$ cat src/rtl/sdram_cmd_monitor.sv
module sdram_cmd_monitor #(
  parameter int T_RCD = 3,
  parameter int T_RC  = 9,
  parameter int T_RRD = 2,
  parameter int T_RAS = 6,
  parameter int T_RP  = 3,
  parameter int T_AP  = 6
) (
  input  logic       clk,
  input  logic       rst_n,
  input  logic       cs_n,
  input  logic       ras_n,
  input  logic       cas_n,
  input  logic       we_n,
  input  logic       cke,
  input  logic [1:0] ba,
  input  logic       addr10,
  output logic [3:0] cmd,
  output logic [1:0] cmd_bank,
  output logic       auto_pre,
  output logic       err,
  output logic [1:0] err_code
);
  localparam int NB   = 4;
  localparam int M1   = (T_RC > T_RAS) ? T_RC : T_RAS;
  localparam int M2   = (T_RCD > T_RRD) ? T_RCD : T_RRD;
  localparam int CMAX = (M1 > M2) ? M1 : M2;
  localparam int CW   = $clog2(CMAX + 1);
  localparam int PMAX = (T_RP > T_AP) ? T_RP : T_AP;
  localparam int PW   = $clog2(PMAX + 1);

  localparam logic [CW-1:0] CMAX_C = CW'(CMAX);
  localparam logic [CW-1:0] RCD_C  = CW'(T_RCD);
  localparam logic [CW-1:0] RC_C   = CW'(T_RC);
  localparam logic [CW-1:0] RRD_C  = CW'(T_RRD);
  localparam logic [CW-1:0] RAS_C  = CW'(T_RAS);
  localparam logic [PW-1:0] RP_C   = PW'(T_RP - 1);
  localparam logic [PW-1:0] AP_C   = PW'(T_AP - 1);

  localparam logic [3:0] C_DESEL = 4'd0,  C_NOP  = 4'd1,  C_ACT  = 4'd2,  C_RD   = 4'd3;
  localparam logic [3:0] C_WR    = 4'd4,  C_BST  = 4'd5,  C_PRE  = 4'd6,  C_PREA = 4'd7;
  localparam logic [3:0] C_AREF  = 4'd8,  C_MRS  = 4'd9,  C_SREF = 4'd10, C_PDN  = 4'd11;
  localparam logic [3:0] C_SUSP  = 4'd12, C_HOLD = 4'd13, C_WAKE = 4'd14;

  localparam logic [1:0] E_NONE = 2'd0, E_TIME = 2'd1, E_STATE = 2'd2, E_MODE = 2'd3;

  logic          cke_q;
  logic [NB-1:0] open_q, busy, young;
  logic [CW-1:0] since_q [NB];
  logic [PW-1:0] pre_q [NB];
  logic [CW-1:0] any_q;
  logic [3:0]    raw, dec;
  logic [1:0]    code;
  logic          idle_all, access;

  for (genvar g = 0; g < NB; g++) begin : g_bank
    assign busy[g]  = pre_q[g] != '0;
    assign young[g] = open_q[g] && (since_q[g] < RAS_C);
  end

  assign idle_all = (open_q | busy) == '0;

  always_comb begin
    if (cs_n) raw = C_DESEL;
    else begin
      case ({ras_n, cas_n, we_n})
        3'b011:  raw = C_ACT;
        3'b010:  raw = addr10 ? C_PREA : C_PRE;
        3'b101:  raw = C_RD;
        3'b100:  raw = C_WR;
        3'b000:  raw = C_MRS;
        3'b111:  raw = C_NOP;
        3'b110:  raw = C_BST;
        default: raw = C_AREF;
      endcase
    end
  end

  assign dec = !cke_q ? (cke ? C_WAKE : C_HOLD)
             : !cke   ? ((raw == C_AREF) ? C_SREF : (idle_all ? C_PDN : C_SUSP))
             : raw;

  assign access = (dec == C_RD) || (dec == C_WR);

  always_comb begin
    code = E_NONE;
    case (dec)
      C_ACT:
        if (open_q[ba] || busy[ba]) code = E_STATE;
        else if (since_q[ba] < RC_C || any_q < RRD_C) code = E_TIME;
      C_RD, C_WR:
        if (!open_q[ba]) code = E_STATE;
        else if (since_q[ba] < RCD_C) code = E_TIME;
      C_PRE:  if (young[ba]) code = E_TIME;
      C_PREA: if (|young) code = E_TIME;
      C_MRS:  if (!idle_all) code = E_MODE;
      C_AREF, C_SREF: if (!idle_all) code = E_STATE;
      default: ;
    endcase
  end

  always_ff @(posedge clk or negedge rst_n) begin
    if (!rst_n) begin
      cke_q    <= 1'b1;
      cmd      <= C_DESEL;
      cmd_bank <= '0;
      auto_pre <= 1'b0;
      err      <= 1'b0;
      err_code <= E_NONE;
      open_q   <= '0;
      any_q    <= CMAX_C;
      for (int b = 0; b < NB; b++) begin
        since_q[b] <= CMAX_C;
        pre_q[b]   <= '0;
      end
    end else begin
      cke_q    <= cke;
      cmd      <= dec;
      cmd_bank <= ba;
      auto_pre <= addr10 && access;
      err      <= code != E_NONE;
      err_code <= code;
      if (code == E_NONE && dec == C_ACT) any_q <= CW'(1);
      else if (any_q != CMAX_C) any_q <= any_q + 1'b1;
      for (int b = 0; b < NB; b++) begin
        if (since_q[b] != CMAX_C) since_q[b] <= since_q[b] + 1'b1;
        if (busy[b]) pre_q[b] <= pre_q[b] - 1'b1;
        if (code == E_NONE) begin
          if (dec == C_ACT && ba == 2'(b)) begin
            open_q[b]  <= 1'b1;
            since_q[b] <= CW'(1);
          end
          if (access && addr10 && ba == 2'(b)) begin
            open_q[b] <= 1'b0;
            pre_q[b]  <= AP_C;
          end
          if (open_q[b] && ((dec == C_PRE && ba == 2'(b)) || dec == C_PREA)) begin
            open_q[b] <= 1'b0;
            pre_q[b]  <= RP_C;
          end
        end
      end
    end
  end

  assert_desel_quiet_R1: assert property (@(posedge clk) disable iff (!rst_n)
    (cs_n && cke && cke_q) |=> (cmd == C_DESEL && !err));

  assert_prea_decode_R2: assert property (@(posedge clk) disable iff (!rst_n)
    (!cs_n && cke && cke_q && !ras_n && cas_n && !we_n && addr10) |=> (cmd == C_PREA));

  assert_hold_frozen_R3: assert property (@(posedge clk) disable iff (!rst_n)
    (!cke_q && !cke) |=> ($stable(open_q) && !err && cmd == C_HOLD));

  assert_rrd_gap_R6: assert property (@(posedge clk) disable iff (!rst_n)
    ($countones(open_q) > $countones($past(open_q))) |-> ($past(any_q) >= RRD_C));

  assert_open_not_busy_R8: assert property (@(posedge clk) disable iff (!rst_n)
    (open_q & busy) == '0);

  assert_mrs_idle_R9: assert property (@(posedge clk) disable iff (!rst_n)
    (cmd == C_MRS && !err) |-> $past(idle_all));
endmodule

$ cat config.mk
export PLATFORM = sky130hd
export DESIGN_NAME = sdram_cmd_monitor
export DESIGN_NICKNAME = d
export VERILOG_FILES = /design/src/rtl/sdram_cmd_monitor.sv
export SDC_FILE = /design/constraint.sdc
export NUM_CORES = 1
export LEC_CHECK = 0
export BUFFER_PORTS_ARGS = -buffer_cell sky130_fd_sc_hd__buf_2
export CORE_MARGIN = 8
export CORE_UTILIZATION = 28
export CTS_CLUSTER_DIAMETER = 100
export DETAILED_ROUTE_END_ITERATION = 16
export GPL_TIMING_DRIVEN = 1
export SLEW_MARGIN = 0
export SYNTH_ARGS = -nofsm -noshare
export SYNTH_HDL_FRONTEND = slang
export SYNTH_SLANG_ARGS = --single-unit
$ cat constraint.sdc
create_clock -name clk -period 2.4 [get_ports clk]
set_input_delay 0.24 -clock clk [delete_from_list [all_inputs] [get_ports clk]]
set_output_delay 0.24 -clock clk [all_outputs]
set_load 0.05 [all_outputs]
==> results.json <==
{
  "avgSynthCellArea_um2": 10.1,
  "layout.cell_area.non_filler_um2": 3670,
  "timing.max_cap.violations": 0,
  "port_buffers": 19,
  "yosys_register_bits": 47,
  "met3_usage_pct": 2.57,
  "top_level_ports": 20,
  "initial_antenna_violation_count": 0,
  "report.final.hold_viol_count": 0,
  "global_route.peak_usage_layer": "met2",
  "synthAdderAreaFrac_pct": 7.64,
  "tritoncts_num_sinks": 47,
  "critical_path_class": "flop to flop",
  "crit_arrival_ns": 2.58,
  "critical_path.max_fanout": 5,
  "post_synth_xor_area_fraction_pct": 4.16,
  "clkSlewWorstSetupHoldPaths_ns": 0.09,
  "finalCritPeriodShare_pct": 97.1,
  "power.ir.vdd_worst_mv": 0.265,
  "r2r-start": "pre_q[3]",
  "period_minus_slack_ns": 2.33,
  "dieHeight_um": 119,
  "synthFlopType": "dfrtp_1",
  "areaGrowthSynthToFinish_pct": 24.5,
  "floorplan.core_area_um2": 10300,
  "global_route.usage.total_pct": 9.25,
  "drt_pass1_iterations": 5,
  "cts_buffer_depth": 2,
  "clk_root_buffer_cell": "clkbuf_8",
  "dominant_combinational_cell_family_by_area_after_synthesis": "simple AND/OR/NAND/NOR gates",
  "ant_nets": 0,
  "synth_mux_area_share_pct": 6.24,
  "globalRouteMet1Util_pct": 11.6,
  "synth-seq-area-share_pct": 40.3,
  "library_cell_contributing_the_largest_single_delay_on_the_critical_path": "or3_4",
  "wire_length_of_the_first_global_routing_pass_um": 11000,
  "run_status": "complete, no violations",
  "worst_pin_slew_ns": 0.609,
  "htree_levels": 2,
  "yosysWarningCount": 0,
  "synth_edf_count": 0,
  "asyncSetResetFlopFracSynth_pct": 100,
  "syn-num-nets": 321,
  "synth_area_um2": 2950,
  "post_dp_cell_area_um2": 3450,
  "fin_nets": 380,
  "timing.final.max_slew_violations": 0,
  "insertion_delay_ns": 0.31,
  "crit_buf_inv": 1,
  "max_freq_mhz": 429,
  "routed_wl_um": 6660,
  "worst_setup_path_start_kind": "flop",
  "viasPerCell": 4.87,
  "clk_skew_ns": 0.00358,
  "power.leakage_nw": 1.62,
  "rows": 37,
  "drt-initial-drc-count": 120,
  "cts_tree": "done",
  "layout_cells_sized_above_1_pct": 35.1,
  "vias": 2381,
  "detailedPlacementHpwl_um": 4900,
  "synthSimpleGateAreaFrac_pct": 22.7,
  "floorplan.die_area_um2": 14100,
  "grt_setup_unrepaired": "yes",
  "setup-tns-final_ns": 0,
  "globalRouteOverflowTotal": 0,
  "ratio_of_total_power_to_cell_area_nw_per_um2": 1040,
  "first_global_vias": 2300,
  "grt_util_met2_pct": 15.4,
  "critPathLaunch": "pre_q[3]",
  "cts_hold_repair.buffers": 0,
  "gp_congestion": 0.805,
  "final.fill_count": 1050,
  "synthCells": 293,
  "setup.worst_path.end_class": "flop",
  "die_w_um": 119,
  "count_of_unresolved_drc_violations_after_routing": 0,
  "initial_core_util_pct": 28.7,
  "post_drt_wl_per_cell_um": 13.6,
  "finalSetupViolCount": 0,
  "diodes_inserted": 0,
  "worstHoldPathType": "primary input to async pin",
  "grt_start_max_net_pins": 48,
  "tritoncts.num_buffers": 5,
  "compound_gate_portion_of_the_synthesized_area_pct": 15.1,
  "cp_top_family": "simple AND/OR/NAND/NOR gates",
  "slowest_delay_ns": 0.42,
  "cp_data_required_time_ns": 2.65,
  "timing.slew.headroom_pct": 59.4,
  "synth.distinct_cells": 58,
  "path_cells": "inv_2 -> ha_4 -> nor4bb_4 -> nand4_2 -> or3_4 -> a21oi_4 -> o2111a_2 -> and2_4 -> nand2b_1"
}
## sequential cells by signal (all words and copies together) (netlist names)
signal    flops
cke_q         1
err_code      2
cmd_bank      2
auto_pre      1
any_q         4
since_q      16
pre_q        12
cmd           4
err           1
open_q        4
## Yosys cell counts, types with 2 or more instances
library cell / count / area share [%]
o21ai_0: 7 / 1.2
dfstp_2: 11 / 9.8
and2_2: 4 / 1.0
xnor2_1: 8 / 2.4
nor3b_1: 3 / 0.76
a21o_1: 3 / 0.76
mux4_2: 5 / 3.8
nand3_1: 6 / 1.0
nand4b_1: 4 / 1.2
xor2_1: 6 / 1.8
o2111a_2: 4 / 1.7
buf_6: 2 / 0.76
dfrtp_1: 36 / 31
nor4_1: 2 / 0.42
nor2b_1: 11 / 2.3
ha_1: 18 / 7.6
o21bai_1: 3 / 0.76
nor3_1: 5 / 0.85
mux2_2: 4 / 1.5
nor2_1: 35 / 4.5
nand3b_1: 10 / 2.5
nand2_1: 17 / 2.2
inv_1: 17 / 2.2
a21oi_1: 13 / 2.2
or2_2: 4 / 0.85
buf_2: 3 / 0.51
nand2b_1: 11 / 2.3
a41oi_1: 2 / 0.59
o21a_1: 3 / 0.76
o211ai_1: 3 / 0.76
a211oi_1: 6 / 1.5
## routing by layer
metal  wire length, µm  part of all wire [%]
met5                 0                     0
met4                46                  0.69
met3               248                   3.7
met2              3170                    48
met1              3190                    48
## through the flow
step,hold WS [ns],power [mW],util [%],cells,setup slack [ns]
2_1_floorplan,-0.0556,2.65,-,293,0.0920
3_3_place_gp,0.376,3.15,33.6,479,-0.0398
3_5_place_dp,0.382,3.22,33.6,479,-0.0936
4_1_cts,0.0470,3.73,34.6,487,0.0125
5_1_grt,0.0764,4.15,35.7,489,-0.0399
6_report,0.00891,3.83,35.7,489,0.0692
## repair_timing
item,CTS,global route
pin swaps,0,7
gates cloned,0,1
resized for setup,3,24
buffers inserted,0,1
setup endpoints to repair,15,35
## final timing paths
kind	to	slack [ns]	depth (start not counted)
worst max-delay path	since_q[4]	0.07	9
worst min-delay path	err_code[1]	0.009	2
worst max register to register	since_q[4]	0.07	9
worst min register to register	any_q[3]	0.58	2
max in group asynchronous	err	1.96	2
min in group clk	cmd_bank[1]	0.11	1
## power breakdown
part / internal, mW / switching [mW]
sequential: 1.18 / 0.297
combinational: 0.998 / 0.868
clock: 0.204 / 0.286
## layout make-up
class                      count  area [µm²]  area share (%)
multi-input combinational    222        1770            48.2
sequential                    47        1190            32.4
timing repair buffer          58         388            10.6
tap                          136         170            4.64
clock buffer                   6        72.6            1.98
inverter                      18        67.6            1.84
clock inverter                 2        12.5           0.341
## layout by cell type (no fill, tap or decap), types with 11 or more instances in the layout
cell / synthesis / routed
nor2_1: 35 / 35
inv_1: 17 / 15
dfstp_2: 11 / 11
nand2_1: 17 / 17
dfrtp_1: 36 / 36
buf_2: 3 / 19
buf_4: 0 / 39
ha_1: 18 / 15
a21oi_1: 13 / 11
## kinds of logic (layout without fill, tap and decap cells)
group	after synthesis	count (layout)
flip-flops	47	47
XOR/XNOR	14	14
buffers and inverters	25	84
AND/OR/NAND/NOR	120	120
multiplexers	10	10
AO/OA/AOI/OAI	59	60
adder cells (fa/ha/maj)	18	18
(Power assumes the default switching activity.)
